`config.mk`:
```
export PLATFORM = sky130hd
export DESIGN_NAME = bit_deser
export DESIGN_NICKNAME = d
export VERILOG_FILES = /design/src/rtl/deser_pkg.sv /design/src/rtl/deser_capture.sv /design/src/rtl/deser_slip.sv /design/src/rtl/deser_outreg.sv /design/src/rtl/bit_deser.sv
export SDC_FILE = /design/constraint.sdc
export NUM_CORES = 1
export LEC_CHECK = 0
export BUFFER_PORTS_ARGS = -buffer_cell sky130_fd_sc_hd__buf_2
export CORE_MARGIN = 4
export CORE_UTILIZATION = 35
export CTS_BUF_LIST = sky130_fd_sc_hd__clkbuf_8
export DETAILED_ROUTE_END_ITERATION = 10
export GPL_ROUTABILITY_DRIVEN = 0
export SLEW_MARGIN = 20
export SYNTH_ARGS = -nofsm -noshare
export SYNTH_HDL_FRONTEND = slang
export SYNTH_SLANG_ARGS = --single-unit
```
`constraint.sdc`:
```
create_clock -name clk -period 2.8 [get_ports clk]
set_input_delay 0.42 -clock clk [delete_from_list [all_inputs] [get_ports clk]]
set_output_delay 0.42 -clock clk [all_outputs]
set_load 0.02 [all_outputs]
```
`src/rtl/deser_pkg.sv`:
```
`timescale 1ns/1ps
package deser_pkg;

  // Which step the next double-rate slip applies.
  typedef enum logic {
    SLIP_FINE   = 1'b0,  // move boundary one bit later
    SLIP_COARSE = 1'b1   // move boundary back by the configured step
  } slip_phase_e;

  // Rate selection as seen by the capture stage.
  typedef enum logic {
    RATE_SINGLE = 1'b0,
    RATE_DOUBLE = 1'b1
  } rate_e;

endpackage

```
`src/rtl/deser_capture.sv`:
```
`timescale 1ns/1ps
module deser_capture
  import deser_pkg::*;
#(
  parameter int WORD_W = 8
) (
  input  logic                  clk,
  input  logic                  rst,
  input  logic                  ce,
  input  rate_e                 rate,
  input  logic [1:0]            din,
  output logic [2*WORD_W-2:0]   hist_next,
  output logic                  word_done
);

  localparam int HIST_W = 2 * WORD_W - 1;
  localparam int CNT_W  = $clog2(WORD_W) + 1;

  logic [HIST_W-1:0] hist_q;
  logic [CNT_W-1:0]  cnt_q;
  logic [CNT_W-1:0]  step;
  logic [CNT_W-1:0]  sum;

  // Newest bit always enters at index 0; older bits move up.
  always_comb begin
    if (rate == RATE_DOUBLE) begin
      hist_next = {hist_q[HIST_W-3:0], din[1], din[0]};
      step      = CNT_W'(2);
    end else begin
      hist_next = {hist_q[HIST_W-2:0], din[1]};
      step      = CNT_W'(1);
    end
    sum       = cnt_q + step;
    word_done = ce && (sum >= CNT_W'(WORD_W));
  end

  always_ff @(posedge clk) begin
    if (rst) begin
      hist_q <= '0;
      cnt_q  <= '0;
    end else if (ce) begin
      hist_q <= hist_next;
      cnt_q  <= word_done ? (sum - CNT_W'(WORD_W)) : sum;
    end
  end

endmodule

```
`src/rtl/deser_slip.sv`:
```
`timescale 1ns/1ps
module deser_slip
  import deser_pkg::*;
#(
  parameter int WORD_W    = 8,
  parameter int DDR_BACK  = 3,
  parameter int SLIP_LOCK = 2
) (
  input  logic                      clk,
  input  logic                      rst,
  input  logic                      word_done,
  input  logic                      bitslip,
  input  rate_e                     rate,
  output logic [$clog2(WORD_W)-1:0] slip_idx,
  output logic                      slip_take
);

  localparam int IDX_W  = $clog2(WORD_W);
  localparam int LOCK_W = $clog2(SLIP_LOCK + 1);

  slip_phase_e        phase_q;
  logic [LOCK_W-1:0]  lock_q;
  logic [IDX_W-1:0]   idx_q;
  logic [IDX_W-1:0]   idx_dec;
  logic [IDX_W-1:0]   idx_back;
  logic [IDX_W:0]     idx_up;
  logic [IDX_W-1:0]   idx_new;
  slip_phase_e        phase_new;

  assign slip_take = word_done && bitslip && (lock_q == '0);
  assign slip_idx  = idx_q;

  // Window offset arithmetic modulo the word width.
  always_comb begin
    idx_dec  = (idx_q == '0) ? IDX_W'(WORD_W - 1) : (idx_q - IDX_W'(1));
    idx_up   = {1'b0, idx_q} + (IDX_W+1)'(DDR_BACK);
    idx_back = (idx_up >= (IDX_W+1)'(WORD_W)) ?
               IDX_W'(idx_up - (IDX_W+1)'(WORD_W)) : idx_up[IDX_W-1:0];
    idx_new   = idx_dec;
    phase_new = phase_q;
    if (rate == RATE_DOUBLE) begin
      if (phase_q == SLIP_FINE) begin
        idx_new   = idx_dec;
        phase_new = SLIP_COARSE;
      end else begin
        idx_new   = idx_back;
        phase_new = SLIP_FINE;
      end
    end
  end

  always_ff @(posedge clk) begin
    if (rst) begin
      idx_q   <= '0;
      phase_q <= SLIP_FINE;
      lock_q  <= '0;
    end else if (slip_take) begin
      idx_q   <= idx_new;
      phase_q <= phase_new;
      lock_q  <= LOCK_W'(SLIP_LOCK);
    end else if (word_done && (lock_q != '0)) begin
      lock_q  <= lock_q - LOCK_W'(1);
    end
  end

endmodule

```
`src/rtl/deser_outreg.sv`:
```
`timescale 1ns/1ps
module deser_outreg #(
  parameter int WORD_W = 8
) (
  input  logic                      clk,
  input  logic                      rst,
  input  logic                      word_done,
  input  logic [2*WORD_W-2:0]       hist_next,
  input  logic [$clog2(WORD_W)-1:0] slip_idx,
  output logic [WORD_W-1:0]         word_o,
  output logic                      word_valid_o
);

  logic [WORD_W-1:0] win [WORD_W];

  // One candidate window per boundary offset; offset g reaches g bits back.
  for (genvar g = 0; g < WORD_W; g++) begin : g_win
    assign win[g] = hist_next[WORD_W-1+g -: WORD_W];
  end

  always_ff @(posedge clk) begin
    if (rst) begin
      word_o       <= '0;
      word_valid_o <= 1'b0;
    end else begin
      word_valid_o <= word_done;
      if (word_done) word_o <= win[slip_idx];
    end
  end

endmodule

```
`src/rtl/bit_deser.sv`:
```
`timescale 1ns/1ps
module bit_deser
  import deser_pkg::*;
#(
  parameter int WORD_W    = 8,
  parameter int DDR_BACK  = 3,
  parameter int SLIP_LOCK = 2
) (
  input  logic              clk,
  input  logic              rst,
  input  logic              ddr_mode,
  input  logic              ce,
  input  logic [1:0]        din,
  input  logic              bitslip,
  output logic [WORD_W-1:0] word_o,
  output logic              word_valid_o
);

  localparam int HIST_W = 2 * WORD_W - 1;
  localparam int IDX_W  = $clog2(WORD_W);

  rate_e              rate;
  logic [HIST_W-1:0]  hist_next;
  logic               word_done;
  logic [IDX_W-1:0]   slip_idx;
  logic               slip_take;

  assign rate = ddr_mode ? RATE_DOUBLE : RATE_SINGLE;

  deser_capture #(.WORD_W(WORD_W)) u_cap (
    .clk       (clk),
    .rst       (rst),
    .ce        (ce),
    .rate      (rate),
    .din       (din),
    .hist_next (hist_next),
    .word_done (word_done)
  );

  deser_slip #(
    .WORD_W    (WORD_W),
    .DDR_BACK  (DDR_BACK),
    .SLIP_LOCK (SLIP_LOCK)
  ) u_slip (
    .clk       (clk),
    .rst       (rst),
    .word_done (word_done),
    .bitslip   (bitslip),
    .rate      (rate),
    .slip_idx  (slip_idx),
    .slip_take (slip_take)
  );

  deser_outreg #(.WORD_W(WORD_W)) u_out (
    .clk          (clk),
    .rst          (rst),
    .word_done    (word_done),
    .hist_next    (hist_next),
    .slip_idx     (slip_idx),
    .word_o       (word_o),
    .word_valid_o (word_valid_o)
  );

endmodule

```
==> qor.txt <==
Most repeated library cell on the critical path: sky130_fd_sc_hd__a211oi_1
Count of input and output buffers: 15
Sequential cell area: 661 µm²
Leading register cell type out of synthesis: sky130_fd_sc_hd__dfxtp_1
Overall routing resource usage: 13.2%
End-of-flow core utilization: 39.8%
Count of pins over their slew limit: 0
Via count of the routed design: 1664
Routed via count divided by cell count: 5.47
Hold worst-path end: u_out.word_o[5]
P&R area growth vs syn: 7.47%
Cell Area, Synth: 0.00194 mm²
Total power divided by cell area: 469 mW/mm²
Row count: 26
Reported max-cap violation count: 0
Slowest library cell on the worst path: sky130_fd_sc_hd__dfxtp_1
Setup Buffers After CTS: 0
Worst reg2reg path depth: 5
Count of fill cells added during filler insertion: 543
Post-route insts no fill: 304
Min-Delay Startpoint: u_out.word_o[5]
X dimension of the die: 82.5 µm
Effective utilization at floorplan: 37.1%
Met3 track utilization from global routing: 2.93%
Reg2Reg Setup Slack: 0.52 ns
Delay of the slowest critical-path stage: 0.61 ns
Result of the run: completed
Count of distinct cell types in the synthesized netlist: 41
First-pass GRT wire length: 7080 µm
Number of antenna-violating nets in the routed design: 0
Maximum ir drop on the vdd rail: 0.000264 V
Number of buffers created by CTS: 5
Period minus WS final: 2.28 ns
Worst endpoint data arrival time: 2.48 ns
Number of detailed-route iterations in the first pass: 4
Number of enable flip-flop cells after synthesis: 0
Synth top cells by count: sky130_fd_sc_hd__nor2_1, sky130_fd_sc_hd__dfxtp_1, sky130_fd_sc_hd__a211oi_1, sky130_fd_sc_hd__mux2i_1, sky130_fd_sc_hd__o22ai_1
Flip-flop and latch count after synthesis: 33
CTS Root Cell: sky130_fd_sc_hd__clkbuf_8
Required @ worst endpoint: 2.99 ns
Adder and majority cell fraction of the synthesized area: 4.25%
Die H: 82.5 µm
Setup repair after global routing missed its margin: no
Crit path capture type: flip-flop
HPWL reported at the end of detailed placement: 2840 µm
CORE AREA: 0.00524 mm²
Instance count after placement with tap cells included: 296
Total buffers and inverters traversed by the critical path: 0
Clock network latency to the later pin of the worst-skew pair: 0.28 ns
Worst reg2reg path endpoint: u_out.word_o[1]
Critical Path Start Type: flip-flop
Number of cells on the worst hold path: 2
Vias in the first global route: 1516
DRC violation count after routing: 0
Proportion of synthesized chip area in sequential cells: 34.0%
Xor and xnor fraction of the mapped netlist area: 2.19%
Routed wirelength normalized by instance count: 13.4 µm
Clock skew after layout: 0.00825 ns
Post-Synthesis Net Count: 242
Most used routing layer in global routing: met2
Simple-gate area share of the yosys netlist: 17.8%
Main area contributors after synthesis: sky130_fd_sc_hd__dfxtp_1, sky130_fd_sc_hd__mux2i_1, sky130_fd_sc_hd__a211oi_1
Drt first-iter violations: 101
Actual transition at the worst max-transition pin: 0.644 ns
N_diodes: 0
Area fraction of the dominant cell type after synthesis: 34.0%
Fraction of registers with async set or reset after synthesis: 0%
Final setup violating endpoints: 0
Number of buffers on the longest clock path: 2
Area used by multi-input combinational logic: 0.00113 mm²
Path type of the worst setup path: flip-flop to flip-flop
Ys Warns: 0
GR Util met1: 18.7%
Die Footprint: 0.00680 mm²
Number of hold violations in the final report: 0
CP cell instances: xor2_2 -> o221ai_1 -> o22ai_1 -> a211oi_1 -> a211oi_1
Number of H-tree levels: 2
CTS tree: yes
Proportion of synthesized area in mux cells: 9.86%
CP Max Fanout: 15
Pin count of the biggest net entering global routing: 36
Post-CTS Hold Fix Bufs: 0
Post-Route Setup TNS: 0 ns
Met2 usage in global routing: 19.7%
Total number of nets in the final design: 246
I/O pin count: 16
Total gr overflow: 0
Mean instance size in the synthesized netlist: 8.48 µm²
Clock transition at path regs: 0.07 ns
Number of gates resized after CTS: 0
Crit-path leading delay family: compound AO/OA/AOI/OAI gates
Final critical-path share of the clock period: 81.6%
Final routed wirelength across all metal layers: 4070 µm
Reg2reg start: u_slip.slip_idx[0]
Share of final-layout standard cells stronger than drive strength 1: 14.1%
Achievable Freq: 438 MHz
Post-Synthesis Cells: 229
CTS Sinks: 33
Largest family of logic cells by synthesized area: compound AO/OA/AOI/OAI gates
Compound-cell area share of the yosys netlist: 24.2%
Lkg Pwr: 0.796 nW
Relative slew slack: 57.1%
Number of antenna violations at the first check in global routing: 0
Count leader, synth: sky130_fd_sc_hd__nor2_1
Class of the tightest hold or removal check: flip-flop to flip-flop
Area leader, netlist: sky130_fd_sc_hd__dfxtp_1
## cell families after synthesis
kind of cell / Yosys count
AOI/OAI and AO/OA: 67
adders and majority gates: 6
xor gates and xnor gates: 4
muxes: 19
buffers and inverters: 29
DFF: 33
and+or+nand+nor: 71
## report_power, final
group	switching, W	internal, W
combinational	0.0000718	0.0000527
clock	0.000174	0.000169
sequential	0.0000231	0.000488
## registers in the layout, indices dropped and copies added, names as in the netlist
signal              cells
u_slip.phase_q          1
u_slip.slip_idx         3
u_out.word_o            8
u_cap.hist_q           14
u_out.word_valid_o      1
u_cap.cnt_q             4
u_slip.lock_q           2
## cell usage in the layout (no fill, tap or decap), drive strengths merged, types with 5 or more instances in the layout
master / n
nor2: 34
dfxtp: 33
mux2i: 18
a211oi: 18
buf: 17
o22ai: 11
nand2: 10
a21oi: 10
o21ai: 10
o221ai: 9
inv: 9
nor3: 8
ha: 5
clkbuf: 5
or3b: 5
## tightest hold or removal path: cells and delay by family (launching register included)
| kind | cells | cell delay, ns |
|---|---|---|
| flops | 1 | 0.31 |
| simple gates | 1 | 0.05 |
| compound gates | 1 | 0.05 |
## how the worst max path moves through the flow
stage	startpoint	endpoint	slack, ns	cells after the start
2_1_floorplan	ddr_mode	u_slip.slip_idx[1]	0.66	10
3_3_place_gp	ddr_mode	u_out.word_o[1]	0.38	7
3_5_place_dp	ddr_mode	u_out.word_o[1]	0.37	7
4_1_cts	u_slip.slip_idx[0]	u_out.word_o[1]	0.55	5
5_1_grt	u_slip.slip_idx[0]	u_out.word_o[1]	0.32	5
6_report	u_slip.slip_idx[0]	u_out.word_o[1]	0.52	5
## per-stage QoR
stage / total power (W) / hold slack (ns) / setup WS (ns) / area (µm²)
2_1_floorplan: 0.000620 / 0.447 / 0.659 / 1940
3_3_place_gp: 0.000646 / 0.441 / 0.377 / 2000
3_5_place_dp: 0.000647 / 0.442 / 0.370 / 2000
4_1_cts: 0.000992 / 0.451 / 0.550 / 2090
5_1_grt: 0.00103 / 0.472 / 0.324 / 2090
6_report: 0.000978 / 0.448 / 0.517 / 2090
## per-layer routing
metal / part of all wire [%] / routed length [µm]
met1: 50 / 2030
met2: 46 / 1850
met3: 3.6 / 146
met4: 0.93 / 38
met5: 0 / 0
## cell type report
| cell class | instances | share of cell area [%] |
|---|---|---|
| clock buffer | 5 | 3.30 |
| timing repair buffer | 17 | 4.32 |
| inverter | 9 | 1.62 |
| tap | 70 | 4.20 |
| multi-input combinational | 167 | 54.3 |
| clock inverter | 3 | 0.659 |
| sequential | 33 | 31.7 |
(Power assumes the default switching activity.)
